## src/rtl/osc_irq_pkg.sv

```systemverilog
package osc_irq_pkg;

    localparam int EN_W      = 3;
    localparam int BIT_READY = 0;
    localparam int BIT_FAIL  = 2;
    localparam logic [EN_W-1:0] IMPL_MASK = (EN_W'(1) << BIT_READY) | (EN_W'(1) << BIT_FAIL);

    typedef logic [EN_W-1:0] en_vec_t;

    typedef enum logic [1:0] {
        VIEW_NONE = 2'd0,
        VIEW_CLR  = 2'd1,
        VIEW_SET  = 2'd2
    } view_e;

    typedef struct packed {
        en_vec_t set_m;
        en_vec_t clr_m;
    } wr_cmd_t;

    function automatic en_vec_t keep_impl(input en_vec_t raw);
        return raw & IMPL_MASK;
    endfunction

    function automatic en_vec_t apply_cmd(input en_vec_t cur, input wr_cmd_t c);
        return keep_impl((cur | c.set_m) & ~c.clr_m);
    endfunction

endpackage

```

## src/rtl/osc_irq_decode.sv

```systemverilog
module osc_irq_decode
    import osc_irq_pkg::*;
#(
    parameter int ADDR_W  = 4,
    parameter int DATA_W  = 32,
    parameter int CLR_OFF = 0,
    parameter int SET_OFF = 4
) (
    input  logic              clk,
    input  logic              rst,
    input  logic [ADDR_W-1:0] bus_addr,
    input  logic              bus_we,
    input  logic [DATA_W-1:0] bus_wdata,
    input  logic              dual_strobe,
    input  logic              wr_lock,
    output wr_cmd_t           cmd,
    output view_e             view,
    output logic              lock_err
);
    localparam logic [ADDR_W-1:0] CLR_A = ADDR_W'(CLR_OFF);
    localparam logic [ADDR_W-1:0] SET_A = ADDR_W'(SET_OFF);

    logic    wr_ok;
    en_vec_t data_bits;

    always_comb begin
        if (bus_addr == CLR_A)      view = VIEW_CLR;
        else if (bus_addr == SET_A) view = VIEW_SET;
        else                        view = VIEW_NONE;
    end

    assign wr_ok     = bus_we && !wr_lock;
    assign data_bits = keep_impl(bus_wdata[EN_W-1:0]);

    always_comb begin
        cmd = '0;
        if (wr_ok) begin
            if (dual_strobe) begin
                cmd.set_m = data_bits;
                cmd.clr_m = data_bits;
            end else if (view == VIEW_SET) begin
                cmd.set_m = data_bits;
            end else if (view == VIEW_CLR) begin
                cmd.clr_m = data_bits;
            end
        end
    end

    always_ff @(posedge clk) begin
        if (rst) lock_err <= 1'b0;
        else     lock_err <= bus_we && wr_lock;
    end

    a_r7_locked_no_cmd: assert property (@(posedge clk) disable iff (rst)
        wr_lock |-> (cmd.set_m == '0 && cmd.clr_m == '0));
    a_r7_err_after_lock: assert property (@(posedge clk) disable iff (rst)
        (bus_we && wr_lock) |=> lock_err);
    a_r7_err_single: assert property (@(posedge clk) disable iff (rst)
        !(bus_we && wr_lock) |=> !lock_err);

endmodule

```

## src/rtl/osc_irq_store.sv

```systemverilog
module osc_irq_store
    import osc_irq_pkg::*;
(
    input  logic    clk,
    input  logic    rst,
    input  wr_cmd_t cmd,
    output en_vec_t en
);
    always_ff @(posedge clk) begin
        if (rst) en <= '0;
        else     en <= apply_cmd(en, cmd);
    end

    for (genvar b = 0; b < EN_W; b++) begin : g_chk
        if (IMPL_MASK[b]) begin : g_impl
            a_r2_set_bit: assert property (@(posedge clk) disable iff (rst)
                (cmd.set_m[b] && !cmd.clr_m[b]) |=> en[b]);
            a_r3_clr_bit: assert property (@(posedge clk) disable iff (rst)
                cmd.clr_m[b] |=> !en[b]);
            a_r4_hold_bit: assert property (@(posedge clk) disable iff (rst)
                (!cmd.set_m[b] && !cmd.clr_m[b]) |=> $stable(en[b]));
        end else begin : g_unimpl
            a_r5_unimpl_zero: assert property (@(posedge clk) disable iff (rst)
                cmd.set_m[b] |=> !en[b]);
        end
    end

endmodule

```

## src/rtl/osc_irq_req.sv

```systemverilog
module osc_irq_req
    import osc_irq_pkg::*;
(
    input  logic    clk,
    input  logic    rst,
    input  en_vec_t en,
    input  en_vec_t flags,
    output logic    irq
);
    en_vec_t hits;
    assign hits = keep_impl(en & flags);

    always_ff @(posedge clk) begin
        if (rst) irq <= 1'b0;
        else     irq <= |hits;
    end

endmodule

```

## src/rtl/osc_irq_enable.sv

```systemverilog
module osc_irq_enable
    import osc_irq_pkg::*;
#(
    parameter int ADDR_W  = 4,
    parameter int DATA_W  = 32,
    parameter int CLR_OFF = 0,
    parameter int SET_OFF = 4
) (
    input  logic              clk,
    input  logic              rst,
    input  logic [ADDR_W-1:0] bus_addr,
    input  logic              bus_we,
    input  logic [DATA_W-1:0] bus_wdata,
    output logic [DATA_W-1:0] bus_rdata,
    input  logic              dual_strobe,
    input  logic              wr_lock,
    input  logic              flag_ready,
    input  logic              flag_fail,
    output logic              lock_err,
    output logic              irq_req
);
    wr_cmd_t cmd;
    view_e   view;
    en_vec_t en;
    en_vec_t flags;

    osc_irq_decode #(
        .ADDR_W (ADDR_W),
        .DATA_W (DATA_W),
        .CLR_OFF(CLR_OFF),
        .SET_OFF(SET_OFF)
    ) u_decode (
        .clk        (clk),
        .rst        (rst),
        .bus_addr   (bus_addr),
        .bus_we     (bus_we),
        .bus_wdata  (bus_wdata),
        .dual_strobe(dual_strobe),
        .wr_lock    (wr_lock),
        .cmd        (cmd),
        .view       (view),
        .lock_err   (lock_err)
    );

    osc_irq_store u_store (
        .clk(clk),
        .rst(rst),
        .cmd(cmd),
        .en (en)
    );

    always_comb begin
        flags            = '0;
        flags[BIT_READY] = flag_ready;
        flags[BIT_FAIL]  = flag_fail;
    end

    osc_irq_req u_req (
        .clk  (clk),
        .rst  (rst),
        .en   (en),
        .flags(flags),
        .irq  (irq_req)
    );

    always_comb begin
        bus_rdata = '0;
        if (view != VIEW_NONE) bus_rdata[EN_W-1:0] = en;
    end

    a_r5_rdata_upper: assert property (@(posedge clk) disable iff (rst)
        (bus_rdata[DATA_W-1:EN_W] == '0) && !bus_rdata[1]);
    a_r7_lock_keeps_en: assert property (@(posedge clk) disable iff (rst)
        (bus_we && wr_lock) |=> $stable(en));
    a_r8_no_enable_no_irq: assert property (@(posedge clk) disable iff (rst)
        (en == '0) |=> !irq_req);
    a_r8_ready_raises: assert property (@(posedge clk) disable iff (rst)
        (flag_ready && en[BIT_READY]) |=> irq_req);
    a_r8_fail_raises: assert property (@(posedge clk) disable iff (rst)
        (flag_fail && en[BIT_FAIL]) |=> irq_req);
    a_r9_clear_wins: assert property (@(posedge clk) disable iff (rst)
        (bus_we && !wr_lock && dual_strobe && bus_wdata[BIT_READY]) |=> !en[BIT_READY]);

endmodule

```

## config.mk

```make
export PLATFORM = sky130hd
export DESIGN_NAME = osc_irq_enable
export DESIGN_NICKNAME = d
export VERILOG_FILES = /design/src/rtl/osc_irq_pkg.sv /design/src/rtl/osc_irq_decode.sv /design/src/rtl/osc_irq_store.sv /design/src/rtl/osc_irq_req.sv /design/src/rtl/osc_irq_enable.sv
export SDC_FILE = /design/constraint.sdc
export NUM_CORES = 1
export LEC_CHECK = 0
export BUFFER_PORTS_ARGS = -buffer_cell sky130_fd_sc_hd__buf_2
export CORE_ASPECT_RATIO = 1.1
export CORE_MARGIN = 2
export CORE_UTILIZATION = 26
export CTS_CLUSTER_SIZE = 8
export DETAILED_ROUTE_END_ITERATION = 7
export PLACE_DENSITY = 0.87
export SYNTH_ARGS = -nofsm -noshare
export SYNTH_HDL_FRONTEND = slang
export SYNTH_SLANG_ARGS = --single-unit
export TNS_END_PERCENT = 5
```

## constraint.sdc

```tcl
create_clock -name clk -period 1.1 [get_ports clk]
set_input_delay 0.275 -clock clk [delete_from_list [all_inputs] [get_ports clk]]
set_output_delay 0.275 -clock clk [all_outputs]
set_load 0.05 [all_outputs]
```

==> results of run 1 <==
synthesized netlist by cell type:
cell type   n  share of area
and2b_1     1          0.017
nand2_1     1         0.0087
nor2_1      2          0.017
buf_4      30           0.52
nor3_2      1          0.023
dfxtp_1     4           0.19
or3b_1      2          0.041
a22oi_1     1          0.017
nor2b_1     1          0.015
and2_2      2          0.035
nand4_1     2          0.029
conb_1      1         0.0087
a31oi_1     2          0.029
a21bo_2     2          0.047
routing by layer:
layer | vias to the layer above | track usage
met5 | - | 0
met4 | 0 | 0.0750
met3 | 2 | 0.0353
met2 | 24 | 0.136
met1 | 146 | 0.0440
li1 | 151 | -
where the power goes:
part / switching, µW / total, µW / internal (µW)
logic: 250 / 279 / 28.6
clock network: 52.6 / 174 / 121
registers: 0.762 / 149 / 148
worst paths after layout:
kind | from | endpoint | slack, ps | cells after the start
min reg2reg | u_store.en[0]$_SDFF_PP0_ | u_req.irq$_SDFF_PP0_ | 530 | 2
max reg2reg | u_store.en[2]$_SDFF_PP0_ | u_store.en[2]$_SDFF_PP0_ | 140 | 2
min | rst | u_req.irq$_SDFF_PP0_ | 260 | 2
max | bus_addr[0] | bus_rdata[2] | -60 | 4
cell families after synthesis:
family / after synthesis
buffers and inverters: 30
other: 1
AO/OA/AOI/OAI: 5
AND/OR/NAND/NOR: 12
flip-flops: 4
what timing repair did:
| item | 4_1_cts | 5_1_grt |
|---|---|---|
| gates resized for setup | 11 | 1 |
| pin swaps | 2 | 0 |
| setup endpoints to repair | 2 | 2 |
| hold endpoints to repair | 0 | 0 |
sequential cells by signal, summed over array words and instances, names as in the netlist:
| signal | flops |
|---|---|
| u_store.en | 2 |
| u_req.irq | 1 |
| u_decode.lock_err | 1 |
stage by stage:
step	total power, µW	hold slack (ps)	utilization	instance area (µm²)
final	602	256	0.312	487
after global routing	629	254	0.312	487
after detailed placement	420	493	0.271	422
after floorplan	472	344	-	538
after CTS	614	241	0.312	485
after global placement	418	486	0.271	422
area by class of cell:
class                           instances  area (µm²)  area share
Clock buffer                            3        22.5      0.0463
Multi-Input combinational cell         47         241       0.496
Sequential cell                         4        81.3       0.167
Tap cell                               17        21.3      0.0437
Timing Repair Buffer                   17         120       0.247
worst max-delay path: cells and delay by family:
family | cells | cell delay [ps]
and+or+nand+nor | 2 | 380
buffers and inverters | 2 | 230
==> reports/metrics.yaml, run 1 <==
cts_max_level: 1
root_buffer: "clkbuf_4"
vdd_ir_drop_max_mv: 0.251
gp_congestion: 0.742
cap_violations: 0
fillCellCount: 178
max_freq_ghz: 0.860
hp-class: "input port to register"
cts_hold_buf: 0
layout.nets: 116
yosys_warnings: 0
outcome: "complete, but fails checks"
start_util: 0.276
cp_max_fo: 3
die_h_um: 46.6
numPortBuffers: 16
synthCells: 52
skew_ps: 3.34
p_leak_uw: 0.000265
gr-usage-all-layers: 0.0701
final_cell_mix: "conb_1 (30), buf_2 (12), clkbuf_4 (3), dfxtp_1 (3)"
final_common_cell: "conb_1"
critical_path.endpoint_type: "output pin"
rows: 15
vias: 323
grt.overflow.total: 0
failed_checks: "negative setup slack"
grt_max_degree: 5
io_pins: 77
fin_crit_sh: 1.06
synth_top_family_by_area: "buffers and inverters"
power_density_nw_per_um2: 1240
cpMaxStageDelayCell: "nor3_4"
crit_chain: "buf_6, nor3_4, and2_4, buf_8"
drive_gt1_frac: 0.366
crit_type: "input port to output pin"
core_area_um2: 1560
cts.sinks: 4
syn_to_final_growth_pct: 13.4
clock_latency_ps: 230
wl_met3_um: 93
final_cell_count_no_fill: 88
dp.cells: 85
period_minus_slack_ps: 1160
synth-xor-area-share: 0
postRouteAntennaNets: 0
grt_pass1_wl_um: 931
slew_viol_final: 0
setup_viol: 2
met1_length_um: 208
synth_area_um2: 429
vias_per_cell: 3.67
dp_hpwl_um: 657
rsz0062_at_grt: "true"
synth_compound_area_frac: 0.0933
fp.dieW_um: 42.7
drt_iter0_markers: 4
yosys.area_share.simple: 0.187
syn_avg_cell_area_um2: 8.25
clockBufferDepth: 2
wl_um: 746
grt_antenna_before_repair: 0
cts_tree: "done"
critPathMaxStageDelay_ps: 200
die_area_um2: 1990
post-place-ws_ps: -219
n_antenna_cell: 0
drc_errors: 0
synthAdderAreaFrac: 0
arrival_ps: 890
cp-start-kind: "input port"
post_cts_buffers: 0
top_layer_used: "met4"
grt_pass1_vias: 264
fin_tns_setup_ps: -122
numCtsBuffers: 3
hold_viol: 0
path_clk_slew_ps: 40
critPathRequiredTime_ps: 820
wl_per_cell_um: 8.48
dr_wl_met2_um: 439
first_pass_iters: 2
ys_seq_elements: 4
synth_mux_area_frac: 0
worst_slack_ps: -62.2
yosysSeqAreaShare: 0.187
ys_types: 14
(Power assumes the default switching activity.)
==> inputs of run 2 (changes only) <==
Settings changed: BUFFER_PORTS_ARGS -buffer_cell sky130_fd_sc_hd__buf_2 to -buffer_cell sky130_fd_sc_hd__buf_4.
==> run 2 against run 1 <==
  * The run still ends with negative setup slack left
  * Cell count unchanged
  * Wire length up 1.7%
  * Global-route usage up 0.91 points
  * Register-to-register slack about the same
  * Total power up 1.7%
  * Hold slack worse by 14 ps
==> reports/metrics.yaml, run 2 (synthesized netlist as in run 1, its figures left out) <==
outcome: "complete, but fails checks"
failed_checks: "negative setup slack"
clock_latency_ps: 230  # about the same
gp_congestion: 0.800  # +7.9%
cap_violations: 0  # unchanged
grt.overflow.total: 0  # unchanged
first_pass_iters: 4  # +2
p_leak_uw: 0.000275  # +3.5%
seq_power_share: 0.243  # -0.004
fp.dieW_um: 42.7  # unchanged
fillCellCount: 186  # +4.5%
cts_max_level: 1  # unchanged
fin_crit_sh: 1.06  # +0.00720
crit_type: "input port to output pin"
root_buffer: "clkbuf_4"
hold_viol: 0  # unchanged
critPathRequiredTime_ps: 820  # about the same
worst_hold_slack_ps: 242  # -13.7 ps
final_cell_mix: "conb_1 (30), buf_4 (12), dfxtp_1 (4), clkbuf_4 (3), buf_6 (3)"
top_register: "u_store.en"
hold_path_end: "u_decode.lock_err$_SDFF_PP0_"
drive_gt1_frac: 0.352  # -0.0141
syn_to_final_growth_pct: 21.0
postRouteAntennaNets: 0  # unchanged
wl_per_cell_um: 8.63  # +1.7%
start_util: 0.276  # unchanged
netSwitchingFraction: 0.493  # -0.0112
largest_reg_flops: 2  # unchanged
vias: 332  # +2.8%
rows: 15  # unchanged
grt_pass1_wl_mm: 1.08  # +16%
skew_ps: 1.58  # -1.76 ps
die_area_um2: 1990  # unchanged
final_util: 0.333  # +0.0209
cp_max_fo: 3  # unchanged
n_antenna_cell: 0  # unchanged
vias_per_cell: 3.77  # +2.8%
arrival_ps: 900  # about the same
hp-start: "rst"
gr-usage-all-layers: 0.0793  # +0.00914
max_freq_ghz: 0.855  # -0.68%
core_area_um2: 1560  # unchanged
numPortBuffers: 16  # unchanged
die_h_um: 46.6  # unchanged
drc_errors: 0  # unchanged
io_pins: 77  # unchanged
reg_top3: "u_store.en: 2 flops, u_decode.lock_err: 1 flops, u_req.irq: 1 flops"
hp-class: "input port to register"
r2r_cells: 2  # unchanged
slew_viol_final: 0  # unchanged
rsz0062_at_grt: "true"
p_sw_uw: 302  # -0.56%
numCtsBuffers: 3  # unchanged
path_clk_slew_ps: 30  # about the same
min_path_cells: 2  # unchanged
r2r_end: "u_store.en[2]$_SDFF_PP0_"
period_minus_slack_ps: 1170  # +7.92 ps
combPwrFrac: 0.476  # +0.012
worst_slack_ps: -70.2  # -7.92 ps
power_density_nw_per_um2: 1180  # -4.7%
grt_antenna_before_repair: 0  # unchanged
p_int_uw: 310  # +4.0%
r2r-start: "u_store.en[2]$_SDFF_PP0_"
p_clk_frac: 0.281  # -0.008
final_common_cell: "conb_1"
clockBufferDepth: 2  # unchanged
layout.nets: 116  # unchanged
dp_hpwl_um: 669  # +1.9%
cts.sinks: 4  # unchanged
cp-start-kind: "input port"
drt_iter0_markers: 6  # +2
wl_um: 759  # +1.7%
ff2ff_setup_slack_ps: 130  # about the same
grt_pass1_vias: 276  # +4.5%
grt_max_degree: 5  # unchanged
critical_path.endpoint_type: "output pin"
setup_viol: 2  # unchanged
cts_tree: "done"
vdd_ir_drop_max_mv: 0.255  # +1.7%
==> run 2: cell counts in the layout (fill, tap and decap cells not counted) <==
No cell type changed its count.
==> run 2: power by group through the flow <==
stage / registers (µW) / clock network [µW] / logic [µW]
final: 149 / 172 / 291
after global routing: 149 / 188 / 303
after CTS: 149 / 183 / 288
after detailed placement: 151 / 0 / 282
after global placement: 151 / 0 / 280
after floorplan: 157 / 0 / 315
==> run 2: how the worst max path moves through the flow <==
stage	from	end	slack (ps)	depth (start not counted)
after floorplan	bus_addr[3]	bus_rdata[0]	-50	2
after detailed placement	bus_addr[3]	bus_rdata[0]	-190	4
after global placement	bus_addr[3]	bus_rdata[2]	-170	4
final	bus_addr[3]	bus_rdata[0]	-70	4
after CTS	bus_addr[0]	bus_rdata[0]	-90	4
after global routing	bus_addr[3]	bus_rdata[0]	-130	4
==> run 2: timing repair <==
action                                  in CTS  in global routing
endpoints found under the setup margin       2                  2
pin swaps                                    2                  2
gates cloned                                 0                  0
hold endpoints to repair                     0                  0
hold buffers                                 0                  0
setup buffers                                0                  0
gates resized for setup                      9                  1
==> run 2: worst max-delay path, stage by stage <==
cell	delay [ps]
buf_6	90
nor3_4	210
and2_4	180
buf_8	130
==> run 2: through the flow <==
step                      instances  worst slack, ps  total power, µW  cell area, µm²  setup TNS (ps)
after floorplan                  81            -46.2              472             538           -92.4
after global placement           85             -168              431             462            -398
after detailed placement         85             -189              433             462            -481
after CTS                        88            -90.4              620             515            -175
after global routing             88             -133              640             519            -260
final                            88            -70.2              612             519            -139
==> run 2: area by class of cell <==
type	instances	area, µm²	area share
Clock buffer	3	22.5	0.0434
Multi-Input combinational cell	47	241	0.465
Sequential cell	4	80.1	0.154
Tap cell	17	21.3	0.0410
Timing Repair Buffer	17	154	0.296
==> run 2: per-layer routing <==
metal  wire (µm)  vias to the layer above  track usage
met5           0                        -            0
met4           6                        0       0.0750
met3         114                        2       0.0471
met2         423                       32        0.136
met1         215                      148       0.0626
li1            -                      150            -
